### src/rtl/amc_pkg.sv
package amc_pkg;

    parameter int AMC_DATA_W = 16;
    parameter int AMC_EXT_AW = 20;
    parameter int AMC_CNT_W  = 6;
    parameter int AMC_LANE_W = 8;

    typedef enum logic [1:0] {
        PH_IDLE   = 2'd0,
        PH_SETUP  = 2'd1,
        PH_STROBE = 2'd2,
        PH_HOLD   = 2'd3
    } amc_phase_e;

    typedef struct packed {
        logic [AMC_CNT_W-1:0] setup;
        logic [AMC_CNT_W-1:0] strobe;
        logic [AMC_CNT_W-1:0] hold;
    } amc_timing_t;

    typedef struct packed {
        logic                  write;
        logic [AMC_EXT_AW-1:0] addr;
        logic [AMC_DATA_W-1:0] wdata;
        amc_timing_t           tim;
        logic                  sel_strobe;
        logic                  wait_en;
        logic                  wide;
    } amc_access_t;

    function automatic amc_timing_t pick_timing(input logic is_write,
                                                input amc_timing_t rd,
                                                input amc_timing_t wr);
        return is_write ? wr : rd;
    endfunction

    function automatic logic [AMC_DATA_W-1:0] lane_mask(input logic [AMC_DATA_W-1:0] d,
                                                        input logic wide);
        logic [AMC_DATA_W-1:0] m;
        m = d;
        if (!wide) m[AMC_DATA_W-1:AMC_LANE_W] = '0;
        return m;
    endfunction

endpackage

### src/rtl/amc_sequencer.sv
module amc_sequencer
    import amc_pkg::*;
(
    input  logic        clk,
    input  logic        rst,
    input  logic        start,
    input  amc_timing_t tim,
    input  logic        wait_en,
    input  logic        wait_in,
    output amc_phase_e  phase,
    output logic        last_strobe,
    output logic        done
);

    logic [AMC_CNT_W-1:0] cnt;
    logic                 cnt_zero;
    logic                 stall;

    always_comb begin
        cnt_zero    = (cnt == '0);
        stall       = wait_en && wait_in && (phase == PH_STROBE);
        last_strobe = (phase == PH_STROBE) && cnt_zero && !stall;
    end

    always_ff @(posedge clk) begin
        if (rst) begin
            phase <= PH_IDLE;
            cnt   <= '0;
            done  <= 1'b0;
        end else begin
            done <= 1'b0;
            unique case (phase)
                PH_IDLE: begin
                    if (start) begin
                        phase <= PH_SETUP;
                        cnt   <= tim.setup;
                    end
                end
                PH_SETUP: begin
                    if (cnt_zero) begin
                        phase <= PH_STROBE;
                        cnt   <= tim.strobe;
                    end else begin
                        cnt <= cnt - 1'b1;
                    end
                end
                PH_STROBE: begin
                    if (!stall) begin
                        if (cnt_zero) begin
                            phase <= PH_HOLD;
                            cnt   <= tim.hold;
                        end else begin
                            cnt <= cnt - 1'b1;
                        end
                    end
                end
                PH_HOLD: begin
                    if (cnt_zero) begin
                        phase <= PH_IDLE;
                        done  <= 1'b1;
                    end else begin
                        cnt <= cnt - 1'b1;
                    end
                end
                default: phase <= PH_IDLE;
            endcase
        end
    end

endmodule

### src/rtl/amc_pin_drive.sv
module amc_pin_drive
    import amc_pkg::*;
#(
    parameter int LANES = AMC_DATA_W / AMC_LANE_W
)(
    input  amc_phase_e             phase,
    input  logic                   is_write,
    input  logic                   sel_strobe,
    input  logic                   wide,
    input  logic [AMC_DATA_W-1:0]  wdata,
    output logic                   cs_n,
    output logic                   oe_n,
    output logic                   we_n,
    output logic                   dq_oe,
    output logic [AMC_DATA_W-1:0]  dq_out
);

    logic busy;
    logic in_strobe;

    always_comb begin
        busy      = (phase != PH_IDLE);
        in_strobe = (phase == PH_STROBE);
        cs_n      = !(busy && (!sel_strobe || in_strobe));
        we_n      = !(in_strobe && is_write);
        oe_n      = !(in_strobe && !is_write);
        dq_oe     = busy && is_write;
    end

    for (genvar g = 0; g < LANES; g++) begin : g_lane
        logic lane_on;
        assign lane_on = dq_oe && ((g == 0) || wide);
        assign dq_out[g*AMC_LANE_W +: AMC_LANE_W] =
            lane_on ? wdata[g*AMC_LANE_W +: AMC_LANE_W] : '0;
    end

endmodule

### src/rtl/async_mem_ctrl.sv
module async_mem_ctrl
    import amc_pkg::*;
#(
    parameter int              ADDR_W    = 32,
    parameter logic [ADDR_W-1:0] BASE_ADDR = 32'h0010_0000
)(
    input  logic                   clk,
    input  logic                   rst,
    input  logic                   req_valid,
    input  logic                   req_write,
    input  logic [ADDR_W-1:0]      req_addr,
    input  logic [AMC_DATA_W-1:0]  req_wdata,
    output logic                   req_ready,
    output logic [AMC_DATA_W-1:0]  req_rdata,
    input  logic [AMC_CNT_W-1:0]   cfg_rd_setup,
    input  logic [AMC_CNT_W-1:0]   cfg_rd_strobe,
    input  logic [AMC_CNT_W-1:0]   cfg_rd_hold,
    input  logic [AMC_CNT_W-1:0]   cfg_wr_setup,
    input  logic [AMC_CNT_W-1:0]   cfg_wr_strobe,
    input  logic [AMC_CNT_W-1:0]   cfg_wr_hold,
    input  logic                   cfg_sel_strobe,
    input  logic                   cfg_ext_wait,
    input  logic                   cfg_asize,
    output logic                   mem_cs_n,
    output logic                   mem_oe_n,
    output logic                   mem_we_n,
    output logic [AMC_EXT_AW-1:0]  mem_addr,
    input  logic [AMC_DATA_W-1:0]  mem_dq_in,
    output logic [AMC_DATA_W-1:0]  mem_dq_out,
    output logic                   mem_dq_oe,
    input  logic                   mem_wait
);

    localparam int HI_W = ADDR_W - AMC_EXT_AW;

    amc_phase_e             phase;
    amc_access_t            acc_q;
    amc_timing_t            rd_tim, wr_tim, cfg_tim, tim_live;
    logic [ADDR_W-1:0]      offset;
    logic                   in_window;
    logic                   accept, start;
    logic                   last_strobe, seq_done, miss_q;
    logic                   sel_q;
    logic [AMC_DATA_W-1:0]  rdata_q;

    always_comb begin
        offset    = req_addr - BASE_ADDR;
        in_window = (offset[ADDR_W-1 -: HI_W] == '0);
        accept    = req_valid && (phase == PH_IDLE);
        start     = accept && in_window;
        rd_tim    = '{setup: cfg_rd_setup, strobe: cfg_rd_strobe, hold: cfg_rd_hold};
        wr_tim    = '{setup: cfg_wr_setup, strobe: cfg_wr_strobe, hold: cfg_wr_hold};
        cfg_tim   = pick_timing(req_write, rd_tim, wr_tim);
        tim_live  = (phase == PH_IDLE) ? cfg_tim : acc_q.tim;
    end

    always_ff @(posedge clk) begin
        if (rst) begin
            acc_q   <= '0;
            rdata_q <= '0;
            miss_q  <= 1'b0;
        end else begin
            miss_q <= accept && !in_window;
            if (start) begin
                acc_q.write      <= req_write;
                acc_q.addr       <= offset[AMC_EXT_AW-1:0];
                acc_q.wdata      <= req_wdata;
                acc_q.tim        <= cfg_tim;
                acc_q.sel_strobe <= cfg_sel_strobe;
                acc_q.wait_en    <= cfg_ext_wait;
                acc_q.wide       <= cfg_asize;
            end
            if (last_strobe && !acc_q.write)
                rdata_q <= lane_mask(mem_dq_in, acc_q.wide);
        end
    end

    amc_sequencer u_seq (
        .clk         (clk),
        .rst         (rst),
        .start       (start),
        .tim         (tim_live),
        .wait_en     (acc_q.wait_en),
        .wait_in     (mem_wait),
        .phase       (phase),
        .last_strobe (last_strobe),
        .done        (seq_done)
    );

    assign sel_q = acc_q.sel_strobe;

    amc_pin_drive u_pins (
        .phase      (phase),
        .is_write   (acc_q.write),
        .sel_strobe (sel_q),
        .wide       (acc_q.wide),
        .wdata      (acc_q.wdata),
        .cs_n       (mem_cs_n),
        .oe_n       (mem_oe_n),
        .we_n       (mem_we_n),
        .dq_oe      (mem_dq_oe),
        .dq_out     (mem_dq_out)
    );

    assign mem_addr  = acc_q.addr;
    assign req_ready = seq_done | miss_q;
    assign req_rdata = rdata_q;

endmodule

### config.mk
export PLATFORM = sky130hd
export DESIGN_NAME = async_mem_ctrl
export DESIGN_NICKNAME = d
export VERILOG_FILES = /design/src/rtl/amc_pkg.sv /design/src/rtl/amc_sequencer.sv /design/src/rtl/amc_pin_drive.sv /design/src/rtl/async_mem_ctrl.sv
export SDC_FILE = /design/constraint.sdc
export NUM_CORES = 1
export LEC_CHECK = 0
export BUFFER_PORTS_ARGS = -buffer_cell sky130_fd_sc_hd__buf_2
export CORE_ASPECT_RATIO = 0.6
export CORE_MARGIN = 5
export CORE_UTILIZATION = 47
export CTS_CLUSTER_DIAMETER = 200
export DETAILED_ROUTE_END_ITERATION = 6
export HOLD_SLACK_MARGIN = 0.03
export PLACE_DENSITY = 0.87
export SLEW_MARGIN = 40
export SYNTH_ARGS = -nofsm -noshare
export SYNTH_HDL_FRONTEND = slang
export SYNTH_SLANG_ARGS = --single-unit
### constraint.sdc
create_clock -name clk -period 2.7 [get_ports clk]
set_input_delay 0.675 -clock clk [delete_from_list [all_inputs] [get_ports clk]]
set_output_delay 0.675 -clock clk [all_outputs]
set_load 0.01 [all_outputs]
==> impl_results.html <==
<table>
<tr><th>Metric</th><th>Value</th></tr>
<tr><th colspan="2">CTS</th></tr>
<tr><td>TritonCTS clock tree</td><td>done</td></tr>
<tr><td>Number of buffers added to fix hold violations after cts</td><td>0</td></tr>
<tr><td>Total number of H-tree levels</td><td>3</td></tr>
<tr><td>Number of sinks handled by clock tree synthesis</td><td>78</td></tr>
<tr><td>Latest clock arrival within the worst-skew pair</td><td>between 0.3 and 0.4 ns</td></tr>
<tr><td>Clock buffers created by TritonCTS</td><td>9</td></tr>
<tr><td>Post-CTS setup buffer count</td><td>0</td></tr>
<tr><td>Clock buffer depth</td><td>2</td></tr>
<tr><td>CTS-repair resized insts</td><td>0</td></tr>
<tr><td>Clock tree root driver cell</td><td>sky130_fd_sc_hd__clkbuf_16</td></tr>
<tr><td>Register clock-pin slew on the reported worst setup and hold paths</td><td>0.06 ns</td></tr>
<tr><th colspan="2">GRT</th></tr>
<tr><td>Overflow left after global routing</td><td>0</td></tr>
<tr><td>Vias in the first global route</td><td>roughly 3400</td></tr>
<tr><td>Global router's overall resource usage</td><td>about a fifth</td></tr>
<tr><td>First-pass GRT wire length</td><td>roughly 16000 um</td></tr>
<tr><td>Antenna violations before repair</td><td>0</td></tr>
<tr><td>Largest net degree at the start of global routing</td><td>39</td></tr>
<tr><th colspan="2">STA</th></tr>
<tr><td>Setup TNS</td><td>0 ns</td></tr>
<tr><td>Unrepaired setup endpoints after global routing</td><td>no</td></tr>
<tr><td>Final setup violating endpoints</td><td>0</td></tr>
<tr><td>Fin worst setup slack</td><td>0.210 ns</td></tr>
<tr><td>Slew at the pin with the worst max-slew slack</td><td>about 0.55 ns</td></tr>
<tr><td>Achievable Freq</td><td>roughly 400 MHz</td></tr>
<tr><td>Hold_ws</td><td>about 0.45 ns</td></tr>
<tr><td>Fraction of the cycle the final worst path needs</td><td>about 92%</td></tr>
<tr><td>Crit path time final</td><td>about 2.5 ns</td></tr>
<tr><td>Max-slew headroom at the worst pin</td><td>a little over three fifths</td></tr>
<tr><td>Max-slew violation count</td><td>0</td></tr>
<tr><td>Post-Route Skew</td><td>0.00625 ns</td></tr>
<tr><td>Total count of hold-check failures in the final report</td><td>0</td></tr>
<tr><th colspan="2">Routing</th></tr>
<tr><td>Total length of routed met3 wires</td><td>roughly 1000 um</td></tr>
<tr><td>Met2 Wirelength</td><td>4670 um</td></tr>
<tr><td>Highest metal used</td><td>met4</td></tr>
<tr><td>Ratio of routed vias to standard cells</td><td>roughly 5.2</td></tr>
<tr><td>DRC viols</td><td>0</td></tr>
<tr><td>Vias</td><td>between 3000 and 4000</td></tr>
<tr><td>Total Wirelength</td><td>slightly above 10000 um</td></tr>
<tr><td>WL per Instance</td><td>15.1 um</td></tr>
<tr><td>Final ANT Viol Nets</td><td>0</td></tr>
<tr><td>Wl on met1</td><td>between 4000 and 5000 um</td></tr>
<tr><td>First DRT Iteration DRCs</td><td>~140</td></tr>
<tr><td>Number of detailed-route iterations in the first pass</td><td>4</td></tr>
<tr><th colspan="2">Final layout</th></tr>
<tr><td>Share of layout cells above drive strength 1</td><td>34.3%</td></tr>
<tr><td>Total non-filler cell area in the finished layout</td><td>approximately 4700 um^2</td></tr>
<tr><td>Top library cells by usage in the layout, fill and taps aside</td><td>164 x sky130_fd_sc_hd__buf_2, 114 x sky130_fd_sc_hd__nand2_1, 78 x sky130_fd_sc_hd__dfxtp_1</td></tr>
<tr><td>Commonest non-fill, non-tap cell in the layout</td><td>sky130_fd_sc_hd__buf_2</td></tr>
<tr><td>Post-layout nets</td><td>~690</td></tr>
<tr><td>Synth-to-Final Area Change</td><td>29.0%</td></tr>
<tr><th colspan="2">Yosys</th></tr>
<tr><td>Cells after synthesis</td><td>between 400 and 500</td></tr>
<tr><td>Register bit total from synthesis</td><td>78</td></tr>
<tr><td>Multiplexer share of the synthesized area</td><td>approximately 5.2%</td></tr>
<tr><td>Compound-cell area share of the yosys netlist</td><td>about 17%</td></tr>
<tr><td>Sequential element share of the synthesized area</td><td>between 40% and 50%</td></tr>
<tr><td>Share of synthesized cell area in and, or, nand and nor gates</td><td>between 20% and 30%</td></tr>
<tr><td>Synth Cell Area</td><td>3660 um^2</td></tr>
<tr><td>Dominant combinational cell family by area after synthesis</td><td>simple AND/OR/NAND/NOR gates</td></tr>
<tr><td>Main synth FF type</td><td>sky130_fd_sc_hd__dfxtp_1</td></tr>
<tr><td>Post-Synthesis Net Count</td><td>around 560</td></tr>
<tr><td>Xor and xnor fraction of the mapped netlist area</td><td>0.717%</td></tr>
<tr><td>Share of synthesized cell area in full adder, half adder and majority cells</td><td>2.05%</td></tr>
<tr><td>Number of distinct library cell variants in the gate-level netlist after synthesis</td><td>40</td></tr>
<tr><td>Total of warnings raised by yosys</td><td>0</td></tr>
<tr><td>Avg Synthesized Cell Area</td><td>between 8 and 9 um^2</td></tr>
<tr><td>EDFF count, synth</td><td>0</td></tr>
<tr><td>Proportion of register bits with asynchronous set or reset after synthesis</td><td>0%</td></tr>
<tr><th colspan="2">Min path</th></tr>
<tr><td>Hold/Removal Path Class</td><td>flip-flop to flip-flop</td></tr>
<tr><th colspan="2">Floorplanning</th></tr>
<tr><td>Site Rows</td><td>24</td></tr>
<tr><td>Die extent in y</td><td>slightly below 80 um</td></tr>
<tr><td>CORE AREA</td><td>roughly 7400 um^2</td></tr>
<tr><td>Total die area</td><td>9720 um^2</td></tr>
<tr><td>IO Count</td><td>between 150 and 200</td></tr>
<tr><td>Die outline width</td><td>roughly 120 um</td></tr>
<tr><td>Starting Density</td><td>49.4%</td></tr>
<tr><th colspan="2">Worst setup path</th></tr>
<tr><td>Crit path capture type</td><td>primary output</td></tr>
<tr><td>Cell class contributing the biggest share of worst-path delay</td><td>buffers and inverters</td></tr>
<tr><td>CP Buf/Inv Count</td><td>3</td></tr>
<tr><td>Reg-to-reg slack, setup</td><td>about 0.35 ns</td></tr>
<tr><td>Cells along the critical path</td><td>inv_1 -&gt; ha_1 -&gt; nor2b_1 -&gt; buf_4 -&gt; and3_1 -&gt; buf_2</td></tr>
<tr><td>Timing startpoint of the critical path</td><td>u_seq.phase[0]$_SDFFE_PP0P_</td></tr>
<tr><td>Startpoint of the most critical register-to-register path</td><td>u_seq.phase[0]$_SDFFE_PP0P_</td></tr>
<tr><td>Crit path max fanout</td><td>17</td></tr>
<tr><td>CP peak stage delay</td><td>about 0.43 ns</td></tr>
<tr><td>CP startpoint kind</td><td>flip-flop</td></tr>
<tr><td>Critical path destination</td><td>mem_dq_out[8]</td></tr>
<tr><td>Critical path data required time</td><td>about 2.0 ns</td></tr>
<tr><td>Critical-path cell with the highest stage delay</td><td>sky130_fd_sc_hd__dfxtp_1</td></tr>
<tr><td>Cells on worst reg2reg path</td><td>6</td></tr>
<tr><td>Reg-to-reg endpoint</td><td>req_rdata[1]$_SDFFE_PP0P_</td></tr>
<tr><td>Arrival time reported for the critical path endpoint</td><td>1.81 ns</td></tr>
<tr><td>Worst setup path category</td><td>flip-flop to primary output</td></tr>
<tr><td>Number of gates on the worst path with buffers counted</td><td>6</td></tr>
<tr><th colspan="2">Placed design</th></tr>
<tr><td>Final HPWL from detailed placement</td><td>around 8000 um</td></tr>
<tr><td>Port bufs</td><td>approximately 160</td></tr>
<tr><td>DP Area</td><td>4390 um^2</td></tr>
<tr><td>Weighted congestion reported at the end of routability-driven placement</td><td>between 0.8 and 0.9</td></tr>
<tr><td>Worst slack, placed</td><td>about 0.20 ns</td></tr>
<tr><th colspan="2">Power</th></tr>
<tr><td>Power per standard cell area</td><td>around 560 nW/um^2</td></tr>
<tr><td>Total Power</td><td>between 2000 and 3000 uW</td></tr>
<tr><td>VDD IR-drop max</td><td>about 0.00037 V</td></tr>
<tr><td>Leakage Power</td><td>approximately 0.0021 uW</td></tr>
<tr><th colspan="2">Job</th></tr>
<tr><td>Count of maximum capacitance violations</td><td>0</td></tr>
<tr><th colspan="2">Status</th></tr>
<tr><td>Result of the run</td><td>completed</td></tr>
</table>
-- worst min-delay path by stage --
stage                                from                    endpoint  slack, ns  depth (start not counted)
2_1_floorplan       acc_q[1]$_SDFFE_PP0P_       acc_q[1]$_SDFFE_PP0P_       0.43                          2
3_3_place_gp   req_rdata[11]$_SDFFE_PP0P_  req_rdata[11]$_SDFFE_PP0P_       0.44                          2
3_5_place_dp   req_rdata[15]$_SDFFE_PP0P_  req_rdata[15]$_SDFFE_PP0P_       0.44                          2
4_1_cts        req_rdata[15]$_SDFFE_PP0P_  req_rdata[15]$_SDFFE_PP0P_       0.45                          2
5_1_grt         mem_addr[19]$_SDFFE_PP0P_   mem_addr[19]$_SDFFE_PP0P_       0.47                          2
6_report       req_rdata[15]$_SDFFE_PP0P_  req_rdata[15]$_SDFFE_PP0P_       0.45                          2
-- metal layers --
layer	global-route usage [%]	vias to the layer above
li1	-	1764
met5	0	-
met3	7.54	6
met1	26.3	1651
met4	5.46	0
met2	34.4	147
-- per-stage QoR --
| step | instances | util [%] |
|---|---|---|
| 5_1_grt | 684 | 63.7 |
| 4_1_cts | 684 | 63.7 |
| 3_5_place_dp | 668 | 59.1 |
| 2_1_floorplan | 442 | - |
| 6_report | 685 | 63.7 |
| 3_3_place_gp | 668 | 59.1 |
-- cells by family (layout without fill, tap and decap cells) --
family                     Yosys count  in the layout
AOI/OAI and AO/OA                   98             98
xor gates and xnor gates             3              3
adders and majority gates            6              6
buffers and inverters               60            198
DFF                                 78             78
muxes                               19             19
other                                0              1
and+or+nand+nor                    178            178
-- where the power goes --
group	leakage [uW]	internal, uW	switching, uW
logic	0.00134	80.5	73.0
registers	0.000628	1150	1.26
clock network	0.000159	901	457
total	0.00212	2130	531
-- synthesized netlist by cell type (3+ instances only) --
library cell / n / area, um^2
sky130_fd_sc_hd__buf_6: 4 / 45.0
sky130_fd_sc_hd__a211oi_1: 12 / 90.1
sky130_fd_sc_hd__nor2_1: 14 / 52.6
sky130_fd_sc_hd__a21oi_1: 60 / 300
sky130_fd_sc_hd__a32o_1: 5 / 50.1
sky130_fd_sc_hd__nand2_1: 114 / 428
sky130_fd_sc_hd__nor3_1: 4 / 20.0
sky130_fd_sc_hd__xor2_1: 3 / 26.3
sky130_fd_sc_hd__a22o_1: 6 / 52.6
sky130_fd_sc_hd__clkbuf_1: 17 / 63.8
sky130_fd_sc_hd__inv_1: 7 / 26.3
sky130_fd_sc_hd__and2_1: 9 / 56.3
sky130_fd_sc_hd__dfxtp_1: 78 / 1560
sky130_fd_sc_hd__buf_4: 22 / 165
sky130_fd_sc_hd__and3_1: 11 / 68.8
sky130_fd_sc_hd__mux2i_1: 19 / 190
sky130_fd_sc_hd__a221o_1: 4 / 40.0
sky130_fd_sc_hd__buf_2: 10 / 50.1
sky130_fd_sc_hd__ha_1: 6 / 75.1
sky130_fd_sc_hd__nand3_1: 9 / 45.0
-- state kept, by name, indices dropped and copies added (netlist names) --
name / flops
miss_q: 1
mem_addr: 20
u_seq.cnt: 6
u_seq.phase: 2
acc_q: 31
req_rdata: 16
sel_q: 1
u_seq.done: 1
-- cell type report --
cell class                 count  area [um^2]
sequential                    78         1560
inverter                       7         26.3
clock inverter                 6          110
tap                          104          130
clock buffer                  10          229
timing repair buffer         175          916
fill                         655         2690
multi-input combinational    304         1750
antenna                        1         2.50
-- worst register-to-register path, delay by kind of cell, from the launching register on --
family	cells	cell delay [ns]
AOI/OAI and AO/OA	1	0.07
adders and majority gates	1	0.42
buffers and inverters	1	0.10
DFF	1	0.37
and+or+nand+nor	3	1.25
No activity file was read; power rests on OpenSTA's default activity.
